[src/rtl/keyguard_wdt_pkg.sv]
package keyguard_wdt_pkg;

    localparam int          WORD_W      = 32;
    localparam int          OFF_CTRL    = 'h00;
    localparam int          OFF_LEN     = 'h04;
    localparam int          OFF_KICK    = 'h08;
    localparam int          OFF_SWRST   = 'h14;
    localparam logic [7:0]  CTRL_KEY    = 8'h22;
    localparam logic [4:0]  LEN_KEY     = 5'h08;
    localparam int          LEN_LSB     = 5;
    localparam logic [31:0] KICK_MAGIC  = 32'h0000_1971;
    localparam logic [31:0] SWRST_MAGIC = 32'h0000_1209;

    typedef struct packed {
        logic dual;
        logic auto_go;
        logic irq_on;
        logic xrst_on;
        logic xrst_hi;
        logic run;
    } ctrl_t;

    typedef enum logic [1:0] {ACT_NONE, ACT_IRQ, ACT_RST} act_e;

    function automatic ctrl_t ctrl_from_word(input logic [WORD_W-1:0] w);
        ctrl_t c;
        c.run     = w[0];
        c.xrst_hi = w[1];
        c.xrst_on = w[2];
        c.irq_on  = w[3];
        c.auto_go = w[4];
        c.dual    = w[6];
        return c;
    endfunction

    function automatic logic [WORD_W-1:0] ctrl_to_word(input ctrl_t c);
        logic [WORD_W-1:0] w;
        w    = '0;
        w[0] = c.run;
        w[1] = c.xrst_hi;
        w[2] = c.xrst_on;
        w[3] = c.irq_on;
        w[4] = c.auto_go;
        w[6] = c.dual;
        return w;
    endfunction

endpackage

[src/rtl/kgw_regs.sv]
module kgw_regs
    import keyguard_wdt_pkg::*;
#(
    parameter int ADDR_W  = 8,
    parameter int LEN_W   = 11,
    parameter int RST_LEN = 1984
) (
    input  logic                clk,
    input  logic                rst,
    input  logic                wr_en,
    input  logic [ADDR_W-1:0]   addr,
    input  logic [WORD_W-1:0]   wdata,
    output ctrl_t               ctrl_q,
    output logic [LEN_W-1:0]    len_q,
    output logic                kick_hit,
    output logic                swrst_hit,
    output logic [WORD_W-1:0]   rdata
);
    logic sel_ctrl, sel_len, sel_kick, sel_sw;

    assign sel_ctrl  = wr_en && (addr == ADDR_W'(OFF_CTRL));
    assign sel_len   = wr_en && (addr == ADDR_W'(OFF_LEN));
    assign sel_kick  = wr_en && (addr == ADDR_W'(OFF_KICK));
    assign sel_sw    = wr_en && (addr == ADDR_W'(OFF_SWRST));
    assign kick_hit  = sel_kick && (wdata == KICK_MAGIC);
    assign swrst_hit = sel_sw && (wdata == SWRST_MAGIC);

    always_ff @(posedge clk) begin
        if (rst) begin
            ctrl_q <= '0;
            len_q  <= LEN_W'(RST_LEN);
        end else begin
            if (sel_ctrl && (wdata[31:24] == CTRL_KEY))
                ctrl_q <= ctrl_from_word(wdata);
            if (sel_len && (wdata[LEN_LSB-1:0] == LEN_KEY))
                len_q <= wdata[LEN_LSB +: LEN_W];
        end
    end

    always_comb begin
        rdata = '0;
        if (addr == ADDR_W'(OFF_CTRL))
            rdata = ctrl_to_word(ctrl_q);
        else if (addr == ADDR_W'(OFF_LEN))
            rdata = WORD_W'(len_q) << LEN_LSB;
    end
endmodule

[src/rtl/kgw_count.sv]
module kgw_count #(
    parameter int CNT_W     = 20,
    parameter int LEN_W     = 11,
    parameter int UNIT_LOG2 = 9,
    parameter int RST_LEN   = 1984
) (
    input  logic             clk,
    input  logic             rst,
    input  logic             tick,
    input  logic             run,
    input  logic             kick_hit,
    input  logic [LEN_W-1:0] len_q,
    output logic             expire
);
    localparam int RLD_W = LEN_W + UNIT_LOG2;
    localparam logic [RLD_W-1:0] RST_RLD = RLD_W'(RST_LEN) << UNIT_LOG2;

    logic [CNT_W-1:0] cnt_q, rld_q, fresh;
    logic             at_end;

    assign fresh  = CNT_W'({len_q, {UNIT_LOG2{1'b0}}});
    assign at_end = (cnt_q < CNT_W'(2));
    assign expire = run && tick && !kick_hit && at_end;

    always_ff @(posedge clk) begin
        if (rst) begin
            rld_q <= CNT_W'(RST_RLD);
            cnt_q <= CNT_W'(RST_RLD);
        end else if (kick_hit) begin
            rld_q <= fresh;
            cnt_q <= fresh;
        end else if (!run) begin
            cnt_q <= rld_q;
        end else if (tick) begin
            cnt_q <= at_end ? rld_q : cnt_q - CNT_W'(1);
        end
    end
endmodule

[src/rtl/kgw_resp.sv]
module kgw_resp
    import keyguard_wdt_pkg::*;
#(
    parameter int PULSE_TICKS = 16
) (
    input  logic clk,
    input  logic rst,
    input  logic tick,
    input  logic expire,
    input  logic kick_hit,
    input  logic swrst_hit,
    input  logic irq_on,
    input  logic dual,
    input  logic xrst_on,
    input  logic xrst_hi,
    output logic sys_rst_req,
    output logic ext_rst,
    output logic irq
);
    localparam int PW = $clog2(PULSE_TICKS + 1);

    logic [PW-1:0] pul_q;
    logic          stage_q, irq_q;
    act_e          act;

    always_comb begin
        act = ACT_NONE;
        if (expire) begin
            if (!irq_on || (dual && stage_q)) act = ACT_RST;
            else                              act = ACT_IRQ;
        end
    end

    always_ff @(posedge clk) begin
        if (rst) begin
            stage_q <= 1'b0;
            irq_q   <= 1'b0;
            pul_q   <= '0;
        end else begin
            if (kick_hit) begin
                irq_q   <= 1'b0;
                stage_q <= 1'b0;
            end else if (act == ACT_IRQ) begin
                irq_q   <= 1'b1;
                stage_q <= dual;
            end else if (act == ACT_RST) begin
                stage_q <= 1'b0;
            end
            if (swrst_hit || act == ACT_RST)
                pul_q <= PW'(PULSE_TICKS);
            else if (tick && pul_q != '0)
                pul_q <= pul_q - PW'(1);
        end
    end

    assign sys_rst_req = (pul_q != '0);
    assign ext_rst     = (sys_rst_req && xrst_on) ? xrst_hi : !xrst_hi;
    assign irq         = irq_q;
endmodule

[src/rtl/keyguard_wdt.sv]
module keyguard_wdt
    import keyguard_wdt_pkg::*;
#(
    parameter int ADDR_W      = 8,
    parameter int CNT_W       = 20,
    parameter int LEN_W       = 11,
    parameter int UNIT_LOG2   = 9,
    parameter int PULSE_TICKS = 16,
    parameter int RST_LEN     = 1984
) (
    input  logic              clk,
    input  logic              rst,
    input  logic              tick,
    input  logic              wr_en,
    input  logic [ADDR_W-1:0] addr,
    input  logic [31:0]       wdata,
    output logic [31:0]       rdata,
    output logic              sys_rst_req,
    output logic              ext_rst,
    output logic              irq
);
    ctrl_t            ctrl_q;
    logic [LEN_W-1:0] len_q;
    logic             kick_hit, swrst_hit, expire;

    kgw_regs #(.ADDR_W(ADDR_W), .LEN_W(LEN_W), .RST_LEN(RST_LEN)) u_regs (
        .clk(clk), .rst(rst), .wr_en(wr_en), .addr(addr), .wdata(wdata),
        .ctrl_q(ctrl_q), .len_q(len_q), .kick_hit(kick_hit),
        .swrst_hit(swrst_hit), .rdata(rdata)
    );

    kgw_count #(.CNT_W(CNT_W), .LEN_W(LEN_W), .UNIT_LOG2(UNIT_LOG2),
                .RST_LEN(RST_LEN)) u_count (
        .clk(clk), .rst(rst), .tick(tick), .run(ctrl_q.run),
        .kick_hit(kick_hit), .len_q(len_q), .expire(expire)
    );

    kgw_resp #(.PULSE_TICKS(PULSE_TICKS)) u_resp (
        .clk(clk), .rst(rst), .tick(tick), .expire(expire),
        .kick_hit(kick_hit), .swrst_hit(swrst_hit),
        .irq_on(ctrl_q.irq_on), .dual(ctrl_q.dual),
        .xrst_on(ctrl_q.xrst_on), .xrst_hi(ctrl_q.xrst_hi),
        .sys_rst_req(sys_rst_req), .ext_rst(ext_rst), .irq(irq)
    );
endmodule

[config.mk]
export PLATFORM = sky130hd
export DESIGN_NAME = keyguard_wdt
export DESIGN_NICKNAME = d
export VERILOG_FILES = /design/src/rtl/keyguard_wdt_pkg.sv /design/src/rtl/kgw_regs.sv /design/src/rtl/kgw_count.sv /design/src/rtl/kgw_resp.sv /design/src/rtl/keyguard_wdt.sv
export SDC_FILE = /design/constraint.sdc
export NUM_CORES = 1
export LEC_CHECK = 0
export BUFFER_PORTS_ARGS = -buffer_cell sky130_fd_sc_hd__clkbuf_2
export CAP_MARGIN = 5
export CORE_ASPECT_RATIO = 0.75
export CORE_MARGIN = 2
export CORE_UTILIZATION = 45
export DETAILED_ROUTE_END_ITERATION = 8
export PLACE_DENSITY_LB_ADDON = 0.12
export SLEW_MARGIN = 20
export SYNTH_ARGS = -nofsm -noshare
export SYNTH_HDL_FRONTEND = slang
export SYNTH_SLANG_ARGS = --single-unit
[constraint.sdc]
create_clock -name clk -period 3.5 [get_ports clk]
set_input_delay 0.175 -clock clk [delete_from_list [all_inputs] [get_ports clk]]
set_output_delay 0.175 -clock clk [all_outputs]
set_load 0.01 [all_outputs]
==> results of run 1 <==
worst register-to-register path, delay by kind of cell (launching register included):
| family | cells | cell delay (ps) |
|---|---|---|
| AND/OR/NAND/NOR | 3 | 1360 |
| AO/OA/AOI/OAI | 3 | 920 |
| flip-flops | 1 | 370 |
logic make-up after synthesis:
family	count (synthesis)	synth area share
flops	55	0.3496
xor+xnor	12	0.03337
mux	16	0.05125
buf+inv	48	0.07787
fa+ha+maj	3	0.01192
other cells	1	0.001191
simple gates	201	0.3305
compound gates	64	0.1442
metrics by stage:
stage          cell area (um^2)   power, W
2_1_floorplan              3206  0.0008030
5_1_grt                    3565   0.001318
6_report                   3565   0.001253
4_1_cts                    3565   0.001263
3_5_place_dp               3458  0.0008487
3_3_place_gp               3458  0.0008457
how the worst min path moves through the flow:
stage,start,cells after the start,end,slack (ps)
final,wdata[7],3,u_regs.len_q[2]$_SDFFE_PP0P_,130
after global routing,wdata[1],3,u_regs.ctrl_q[1]$_SDFFE_PP0P_,130
after CTS,wdata[7],3,u_regs.len_q[2]$_SDFFE_PP0P_,120
after detailed placement,wdata[7],3,u_regs.len_q[2]$_SDFFE_PP0P_,440
after global placement,wdata[10],3,u_regs.len_q[5]$_SDFFE_PP0P_,430
after floorplan,wdata[5],2,u_regs.len_q[0]$_SDFFE_PP0P_,320
power groups by stage:
stage	registers [W]	logic (W)	clock network (W)
floorplan	0.000667	0.000136	0
global placement	0.000669	0.000177	0
detailed placement	0.000670	0.000179	0
CTS	0.000655	0.000180	0.000428
global route	0.000658	0.000205	0.000456
finish	0.000655	0.000178	0.000420
cell type report:
cell class	instances	area share
Clock inverter	2	0.01053
Multi-Input combinational cell	312	0.5216
Clock buffer	5	0.01931
Sequential cell	55	0.3089
Inverter	12	0.01264
Timing Repair Buffer	67	0.09758
Tap cell	84	0.02948
registers in the layout, indices dropped and copies added, names as in the netlist:
| name | flops |
|---|---|
| u_regs.ctrl_q | 6 |
| u_resp.stage_q | 1 |
| u_count.rld_q | 11 |
| u_regs.len_q | 11 |
| u_resp.irq | 1 |
| u_resp.pul_q | 5 |
| u_count.cnt_q | 20 |
placed cells by master (no fill, tap or decap), types with 7 or more instances in the layout:
master and n:
sky130_fd_sc_hd__clkbuf_2 62, sky130_fd_sc_hd__dfxtp_1 55, sky130_fd_sc_hd__nor2_1 53, sky130_fd_sc_hd__nand2_1 45
sky130_fd_sc_hd__nor3_1 23, sky130_fd_sc_hd__and2_1 18, sky130_fd_sc_hd__a21oi_1 16, sky130_fd_sc_hd__conb_1 16
sky130_fd_sc_hd__mux2i_1 15, sky130_fd_sc_hd__inv_1 12, sky130_fd_sc_hd__nand3_1 11, sky130_fd_sc_hd__nand3b_1 7
sky130_fd_sc_hd__o21ai_0 7
routing by layer:
layer  vias up  routed length (um)
met4         0                  62
met1      1395                4126
li1       1478                   -
met3         8                 483
met5         -                   0
met2       104                3210
==> flow_summary.yaml, run 1 <==
cells_and_area:
  seq_area_mm2: 0.001101
  fraction_of_layout_instances_using_a_drive_strength_above_1: 0.1766
  postLayoutCoreUtil: 0.5243
  syn2layout_area_growth_pct: 13.19
  ant_cells: 0
  finish.cell_count_without_fillers: 537
  n_fill_cell: 676
  multi_input_comb_area_mm2: 0.001859
  net_count_final: 500
clocking:
  h-tree-depth: 2
  tritoncts: "built"
  clockRootBuffer: "sky130_fd_sc_hd__clkbuf_8"
  post_cts.resized_instances: 0
  cts_inserted_buffers: 5
  cts_buffer_depth: 2
  cts_hold_buffers_added: 0
  clkLatencyLatePin_ps: 310
  cts_post_setup_buffers_inserted: 0
  clkSinkCount: 55
  clk_pin_slew_worst_paths_ps: 100
logic_synthesis:
  synthMostInstantiatedCell: "sky130_fd_sc_hd__dfxtp_1"
  ffs_w_async_s_r_synth: 0
  ys_dominant_reg_cell: "sky130_fd_sc_hd__dfxtp_1"
  netlist_area_mm2: 0.003149
  synth.ff_latch_count: 55
  synth-seq-area-share: 0.3496
  syn-instance-count: 400
  ys_types: 61
  synthTopCellsByArea: "sky130_fd_sc_hd__dfxtp_1 35%, sky130_fd_sc_hd__nor2_1 6.3%, sky130_fd_sc_hd__nand2_1 5.4%, sky130_fd_sc_hd__mux2i_1 4.8%, sky130_fd_sc_hd__buf_4 3.8%"
  number_of_warnings_reported_in_the_yosys_synthesis_log: 0
  synth-edff-count: 0
  post_synth.cell_area_avg_um2: 7.873
  ys_top_cells_by_count: "55 x sky130_fd_sc_hd__dfxtp_1, 53 x sky130_fd_sc_hd__nor2_1, 45 x sky130_fd_sc_hd__nand2_1"
  post-synth-top-area-cell: "sky130_fd_sc_hd__dfxtp_1"
  synth_top_cell_area_share: 0.3496
global_route:
  grt-ovfl-total: 0
  met1_usage: 0.3403
  grt_pass1_vias: 2672
  grt_pass1_wl_um: 13100
  grt_use_met3: 0.03853
  globalRouteMet2Util: 0.2867
  gr-usage-all-layers: 0.2101
  antenna_found_initial: 0
  grt_max_degree: 44
  grt_max_usage_layer: "met1"
die:
  die-height_um: 76.45
  fp.dieW_um: 100.6
  starting_density: 0.4632
  die_area_mm2: 0.007690
  rows: 26
  io-pin-count: 79
  core_area_mm2: 0.006799
sta:
  report.final.hold_viol_count: 0
  rsz0062_at_grt: "false"
  final_min_period_over_clock_period: 0.7934
  final.setup_skew_ps: 12.39
  slew_violations: 0
  timing.final.setup_violations: 0
  layout_min_cycle_time_ps: 2777
  timing.max_slew.rel_slack: 0.3776
  tightest_pin_transition_ps: 925.1
  max_freq_ghz: 0.3601
  setup_total_negative_slack_ps: 0
  timing.final.ws_setup_ps: 723.0
  worst_hold_margin_ps: 127.5
critical_path:
  timing.critical_path.buf_inv: 0
  crit_path_top_delay_cell: "sky130_fd_sc_hd__nor4_1"
  critPathCaptureType: "flip-flop"
  timing.critical_path.cells: "nor4_1 > nand2_1 > o21ai_1 > or2_1 > a311oi_1 > a2111oi_0"
  cp_max_fo: 7
  critical_path_depth: 6
  cp_data_required_time_ps: 3680
  cp.arrival_ps: 2960
  worst_r2r_path_depth: 6
  setup.worst_path.start_class: "flip-flop"
  crit_path_start: "u_count.cnt_q[5]$_SDFFE_PP0P_"
  r2r-end: "u_count.cnt_q[12]$_SDFFE_PP0P_"
  critical_path.endpoint: "u_count.cnt_q[12]$_SDFFE_PP0P_"
  critical_path.reg2reg.startpoint: "u_count.cnt_q[5]$_SDFFE_PP0P_"
  critical-path-top-delay-family: "simple AND/OR/NAND/NOR gates"
  ff2ff_setup_slack_ps: 720
  crit_path_max_incr_delay_ps: 800
  setup.worst_path.class: "flip-flop to flip-flop"
power:
  switching_share: 0.2547
  pwr_density_cell_mw_per_mm2: 351.5
  static-leakage-power_nw: 1.638
  sequentialPowerShare: 0.523
  switching_power_w: 0.0003191
  internal_power_w: 0.0009337
  vdd_drop_max_mv: 0.1954
  pwr-share-clk: 0.335
  power.share.combinational: 0.142
detailed_routing:
  drt-total-wl_um: 7883
  firstDrtPassIters: 5
  initialDrtViolationCount: 176
  post_drt_wl_per_cell_um: 14.68
  total_number_of_vias: 2985
  drtAntennaViolNets: 0
  remaining_drc_errors: 0
  detail_route.vias_per_cell: 5.559
status:
  status: "completed"
job:
  maxCapViolCount: 0
placement:
  detailed_place_hpwl_um: 5978
  port-buffer-count: 62
  dpl.cell_count: 530
  gp_routability_congestion: 0.8563
  pre_cts_ws_ps: 762.0
worst_hold_path:
  min_path_type: "input port to flip-flop"
Power figures use the tool's default switching activity.
==> run 2: changes to the inputs <==
==> constraint.sdc (replaced) <==
create_clock -name clk -period 2.4 [get_ports clk]
set_input_delay 0.12 -clock clk [delete_from_list [all_inputs] [get_ports clk]]
set_output_delay 0.12 -clock clk [all_outputs]
set_load 0.01 [all_outputs]
==> run 2 against run 1 <==
Final cell count increased by 4.5%. Clock skew is 1.2 ps lower. Register-to-register slack got worse by 470 ps. Flip-flop and latch count stayed put. Worst hold slack got worse by 68 ps. First-iteration DRC count grew 11%. Largest cell class unchanged.
==> flow_summary.yaml, run 2 (synthesis gave the netlist of run 1 again) <==
status:
  status: "completed"
cells_and_area:
  fraction_of_layout_instances_using_a_drive_strength_above_1: 0.2159
  net_count_final: 523
  largest_register_ffs: 20
  commonest_non_fill_non_tap_cell_in_the_layout: "sky130_fd_sc_hd__clkbuf_2"
  n_fill_cell: 709
  fin_area_mm2: 0.003764
  top_register: "u_count.cnt_q"
  syn2layout_area_growth_pct: 19.51
  ant_cells: 0
  reg_top3: "u_count.cnt_q (20), u_count.rld_q (11), u_regs.len_q (11)"
  mostFrequentLayoutCells: "62 x sky130_fd_sc_hd__clkbuf_2, 55 x sky130_fd_sc_hd__dfxtp_1, 53 x sky130_fd_sc_hd__nor2_1"
critical_path:
  cp_data_required_time_ps: 2620
  cp.arrival_ps: 2380
  cp_max_fo: 13
  ff2ff_setup_slack_ps: 250
  worst_r2r_path_depth: 6
  setup.worst_path.start_class: "input port"
  critical_path.reg2reg.startpoint: "u_count.cnt_q[10]$_SDFFE_PP0P_"
  critPathCaptureType: "flip-flop"
  r2r-end: "u_count.cnt_q[12]$_SDFFE_PP0P_"
  setup.worst_path.class: "input port to flip-flop"
worst_hold_path:
  hold_start: "wdata[10]"
  min_delay_worst_endpoint: "u_regs.len_q[5]$_SDFFE_PP0P_"
  holdPathStages: 3
  min_path_type: "input port to flip-flop"
die:
  die-height_um: 76.45
  io-pin-count: 79
  die_area_mm2: 0.007690
  fp.dieW_um: 100.6
  core_area_mm2: 0.006799
  starting_density: 0.4632
  rows: 26
placement:
  placedInstanceArea_mm2: 0.003631
  pre_cts_ws_ps: -85.59
  detailed_place_hpwl_um: 6640
  port-buffer-count: 62
  gp_routability_congestion: 0.8806
global_route:
  antenna_found_initial: 0
  grt-ovfl-total: 0
  met1_usage: 0.3825
  grt_max_usage_layer: "met1"
  globalRouteMet2Util: 0.3240
  grt_max_degree: 35
  grt_pass1_wl_um: 14550
  gr-usage-all-layers: 0.2341
  grt_pass1_vias: 2860
  grt_use_met3: 0.03028
sta:
  layout_min_cycle_time_ps: 2155
  final.setup_skew_ps: 11.20
  timing.final.setup_violations: 0
  rsz0062_at_grt: "false"
  slew_violations: 0
  timing.final.ws_setup_ps: 244.7
  report.final.hold_viol_count: 0
  tightest_pin_transition_ps: 524.3
  max_freq_ghz: 0.4640
  final_min_period_over_clock_period: 0.8981
  timing.max_slew.rel_slack: 0.6473
clocking:
  clk_pin_slew_worst_paths_ps: 100
  cts_inserted_buffers: 5
  clkLatencyLatePin_ps: 310
  h-tree-depth: 2
  cts_hold_buffers_added: 0
  clockRootBuffer: "sky130_fd_sc_hd__clkbuf_8"
  clkSinkCount: 55
  cts_post_setup_buffers_inserted: 0
  post_cts.resized_instances: 0
  cts_buffer_depth: 2
  tritoncts: "built"
power:
  vdd_drop_max_mv: 0.3519
  static-leakage-power_nw: 1.760
  finalPower_w: 0.001959
  pwr_density_cell_mw_per_mm2: 520.5
detailed_routing:
  detail_route.vias_per_cell: 5.422
  initialDrtViolationCount: 195
  remaining_drc_errors: 0
  total_number_of_vias: 3042
  firstDrtPassIters: 5
  drtAntennaViolNets: 0
  post_drt_wl_per_cell_um: 15.31
  drt-total-wl_um: 8590
job:
  maxCapViolCount: 0
[run 2: cell types whose count changed in the layout (fill, tap and decap cells not counted)]
cell and delta:
sky130_fd_sc_hd__bufinv_16 +1, sky130_fd_sc_hd__clkbuf_1 +1, sky130_fd_sc_hd__clkinvlp_4 -1, sky130_fd_sc_hd__buf_4 +23
[run 2: stage by stage]
step / std cells / hold WS (ps) / setup TNS [ps] / utilization
after floorplan: 415 / 263.9 / 0 / -
after global placement: 553 / 373.1 / -15.57 / 0.5340
after detailed placement: 553 / 377.6 / -423.5 / 0.5340
after CTS: 561 / 58.53 / 0 / 0.5536
after global routing: 561 / 63.21 / 0 / 0.5536
final: 561 / 59.92 / 0 / 0.5536
[run 2: per-layer routing]
metal	wire length, um	share of wire
met1	4606	0.54
met2	3479	0.41
met3	455	0.053
met4	48	0.0056
met5	0	0
[run 2: area by class of cell]
class	instances	area (um^2)	share of cell area
multi-input combinational	312	1859	0.4940
sequential	55	1101	0.2926
timing repair buffer	90	520.5	0.1383
tap	84	105.1	0.02793
clock buffer	6	72.57	0.01928
clock inverter	2	60.06	0.01596
inverter	12	45.04	0.01197
[run 2: where the power goes]
| group | switching, W | total, W | internal (W) |
|---|---|---|---|
| logic | 0.000153 | 0.000277 | 0.000124 |
| clock network | 0.000309 | 0.000726 | 0.000417 |
| registers | 0.0000173 | 0.000955 | 0.000938 |
[run 2: how the worst max path moves through the flow]
stage	start	cells after the start	slack (ps)	endpoint
6_report	wdata[2]	8	240	u_count.cnt_q[13]$_SDFFE_PP0P_
5_1_grt	u_count.cnt_q[10]$_SDFFE_PP0P_	6	2	u_count.cnt_q[12]$_SDFFE_PP0P_
4_1_cts	wdata[3]	8	250	u_count.cnt_q[13]$_SDFFE_PP0P_
3_5_place_dp	wdata[3]	8	-90	u_count.cnt_q[13]$_SDFFE_PP0P_
3_3_place_gp	wdata[3]	8	-20	u_count.cnt_q[13]$_SDFFE_PP0P_
2_1_floorplan	wdata[3]	8	110	u_count.cnt_q[13]$_SDFFE_PP0P_
[run 2: worst max-delay path, cell delays in order]
cell and delay, ps:
sky130_fd_sc_hd__clkbuf_2 90, sky130_fd_sc_hd__or3b_1 390, sky130_fd_sc_hd__or4_4 540, sky130_fd_sc_hd__or4_1 510
sky130_fd_sc_hd__buf_4 210, sky130_fd_sc_hd__nand2b_1 210, sky130_fd_sc_hd__nor3_1 100, sky130_fd_sc_hd__a22o_1 190
==> run 3: changes to the inputs <==
--- a/config.mk
+++ b/config.mk
@@ -6,10 +6,12 @@
 export NUM_CORES = 1
 export LEC_CHECK = 0
 export BUFFER_PORTS_ARGS = -buffer_cell sky130_fd_sc_hd__clkbuf_2
-export CAP_MARGIN = 5
+export CAP_MARGIN = 20
+export CELL_PAD_IN_SITES_DETAIL_PLACEMENT = 1
+export CELL_PAD_IN_SITES_GLOBAL_PLACEMENT = 1
 export CORE_ASPECT_RATIO = 0.75
 export CORE_MARGIN = 2
-export CORE_UTILIZATION = 45
+export CORE_UTILIZATION = 42
 export DETAILED_ROUTE_END_ITERATION = 8
 export PLACE_DENSITY_LB_ADDON = 0.12
 export SLEW_MARGIN = 20
==> constraint.sdc (replaced) <==
create_clock -name clk -period 2.55 [get_ports clk]
set_input_delay 0.1275 -clock clk [delete_from_list [all_inputs] [get_ports clk]]
set_output_delay 0.1275 -clock clk [all_outputs]
set_load 0.01 [all_outputs]
==> run 3 against run 2 <==
First-iteration DRC count decreased by 58%. Sequential share of layout area is 0.54 points higher. Total power fell by 5.8%. Flip-flop and latch count did not move. Largest power group unchanged. Critical path depth down 1. Worst hold slack improved by 18 ps. Critical path type is now flip-flop to flip-flop. Sequential power decreased by 5.8%. Core utilization decreased by 4.7 points. Via count is 0.49% higher. Global-route usage increased by 0.24 points. Worst setup slack better by 26 ps. Clock skew shrank 0.96 ps.
==> flow_summary.yaml, run 3 (synthesis gave the netlist of run 1 again) <==
status:
  status: "completed"
critical_path:
  cp_max_fo: 9
  timing.critical_path.cells: "nor4_2 > nand4_1 > buf_4 > o21ai_1 > or2_1 > o21ai_0 > a2111oi_0"
  critPathCaptureType: "flip-flop"
  critical-path-top-delay-family: "simple AND/OR/NAND/NOR gates"
  r2r-end: "u_count.cnt_q[12]$_SDFFE_PP0P_"
  worst_r2r_path_depth: 7
  setup.worst_path.class: "flip-flop to flip-flop"
  cp_data_required_time_ps: 2730
  timing.critical_path.buf_inv: 1
  crit_path_max_incr_delay_ps: 410
  crit_path_top_delay_cell: "sky130_fd_sc_hd__dfxtp_1"
  ff2ff_setup_slack_ps: 270
  critical_path.reg2reg.startpoint: "u_count.cnt_q[10]$_SDFFE_PP0P_"
  setup.worst_path.start_class: "flip-flop"
  cp.arrival_ps: 2460
cells_and_area:
  top_register: "u_count.cnt_q"
  commonest_non_fill_non_tap_cell_in_the_layout: "sky130_fd_sc_hd__clkbuf_2"
  mostFrequentLayoutCells: "62 x sky130_fd_sc_hd__clkbuf_2, 55 x sky130_fd_sc_hd__dfxtp_1, 53 x sky130_fd_sc_hd__nor2_1"
  postLayoutCoreUtil: 0.5063
  n_fill_cell: 953
  ant_cells: 0
  seq_area_mm2: 0.001101
  reg_top3: "u_count.cnt_q (20), u_count.rld_q (11), u_regs.len_q (11)"
  syn2layout_area_growth_pct: 17.32
  net_count_final: 511
  largest_register_ffs: 20
  fraction_of_layout_instances_using_a_drive_strength_above_1: 0.1957
  fin_area_mm2: 0.003695
  multi_input_comb_area_mm2: 0.001859
placement:
  detailed_place_hpwl_um: 7297
  placedInstanceArea_mm2: 0.003555
  pre_cts_ws_ps: -34.91
  port-buffer-count: 62
  gp_routability_congestion: 0.9387
global_route:
  grt_pass1_wl_um: 15750
  grt-ovfl-total: 0
  antenna_found_initial: 0
  grt_pass1_vias: 3183
  grt_max_degree: 30
  gr-usage-all-layers: 0.2364
power:
  pwr-share-clk: 0.373
  power.share.combinational: 0.139
  internal_power_w: 0.001391
  switching_power_w: 0.0004550
  pwr_density_cell_mw_per_mm2: 499.5
  sequentialPowerShare: 0.488
  switching_share: 0.2465
  vdd_drop_max_mv: 0.3284
  static-leakage-power_nw: 1.705
  finalPower_w: 0.001846
die:
  io-pin-count: 79
  core_area_mm2: 0.007297
  starting_density: 0.4316
  die-height_um: 78.99
  fp.dieW_um: 104.0
  rows: 27
  die_area_mm2: 0.008214
detailed_routing:
  total_number_of_vias: 3057
  detail_route.vias_per_cell: 5.401
  post_drt_wl_per_cell_um: 16.44
  drtAntennaViolNets: 0
  initialDrtViolationCount: 81
  drt-total-wl_um: 9303
  firstDrtPassIters: 4
  remaining_drc_errors: 0
worst_hold_path:
  holdPathStages: 3
  hold_start: "wdata[10]"
  min_delay_worst_endpoint: "u_regs.len_q[5]$_SDFFE_PP0P_"
  min_path_type: "input port to flip-flop"
clocking:
  cts_inserted_buffers: 5
  cts_buffer_depth: 2
  h-tree-depth: 2
  clkLatencyLatePin_ps: 310
  post_cts.resized_instances: 0
  tritoncts: "built"
  clockRootBuffer: "sky130_fd_sc_hd__clkbuf_8"
  cts_post_setup_buffers_inserted: 0
  cts_hold_buffers_added: 0
  clk_pin_slew_worst_paths_ps: 100
  clkSinkCount: 55
sta:
  layout_min_cycle_time_ps: 2280
  final_min_period_over_clock_period: 0.8940
  timing.final.setup_violations: 0
  max_freq_ghz: 0.4386
  report.final.hold_viol_count: 0
  timing.final.ws_setup_ps: 270.2
  slew_violations: 0
  final.setup_skew_ps: 10.24
  tightest_pin_transition_ps: 616.9
  setup_total_negative_slack_ps: 0
  timing.max_slew.rel_slack: 0.5859
  rsz0062_at_grt: "false"
job:
  maxCapViolCount: 0
run 3: changes by cell type in the layout (fill, tap and decap cells not counted), sizes merged:
| cell | previous run | this run |
|---|---|---|
| buf | 28 | 16 |
run 3: worst register-to-register path, delay by kind of cell (launching register included):
kind | cells | cell delay (ps)
AO/OA/AOI/OAI | 3 | 750
buffers and inverters | 1 | 180
AND/OR/NAND/NOR | 3 | 800
flip-flops | 1 | 410
run 3: final cells by class:
cell class | count | area share
inverter | 12 | 0.01219
clock inverter | 2 | 0.01625
tap | 101 | 0.03420
multi-input combinational | 312 | 0.5032
clock buffer | 6 | 0.01964
sequential | 55 | 0.2980
timing repair buffer | 78 | 0.1165
run 3: routing by layer:
| layer | track usage | wire [um] | vias to the layer above |
|---|---|---|---|
| met3 | 0.04680 | 363 | 13 |
| met1 | 0.3229 | 4720 | 1485 |
| met2 | 0.3836 | 4099 | 61 |
| li1 | - | - | 1498 |
| met5 | 0 | 0 | - |
| met4 | 0.06351 | 120 | 0 |
run 3: how the worst max path moves through the flow:
stage / depth (start not counted) / endpoint / from / slack [ps]
2_1_floorplan: 8 / u_count.cnt_q[13]$_SDFFE_PP0P_ / wdata[3] / 260
3_3_place_gp: 8 / u_resp.pul_q[1]$_SDFFE_PP0P_ / wdata[3] / 40
3_5_place_dp: 8 / u_resp.pul_q[1]$_SDFFE_PP0P_ / wdata[2] / -30
4_1_cts: 7 / u_count.cnt_q[15]$_SDFFE_PP1P_ / u_count.cnt_q[10]$_SDFFE_PP0P_ / 250
5_1_grt: 6 / u_count.cnt_q[12]$_SDFFE_PP0P_ / u_count.cnt_q[3]$_SDFFE_PP0P_ / 50
6_report: 7 / u_count.cnt_q[12]$_SDFFE_PP0P_ / u_count.cnt_q[10]$_SDFFE_PP0P_ / 270
run 3: power by group through the flow:
stage	clock network (W)	registers, W	logic (W)
global placement	0	0.000918	0.000247
floorplan	0	0.000915	0.000187
global route	0.000736	0.000905	0.000291
CTS	0.000705	0.000901	0.000258
finish	0.000689	0.000900	0.000257
detailed placement	0	0.000921	0.000257
run 3: stage by stage:
stage | hold WS (ps) | std cells
after global placement | 385.4 | 557
after detailed placement | 391.7 | 557
after global routing | 98.89 | 566
after floorplan | 271.4 | 415
final | 77.85 | 566
after CTS | 69.82 | 565
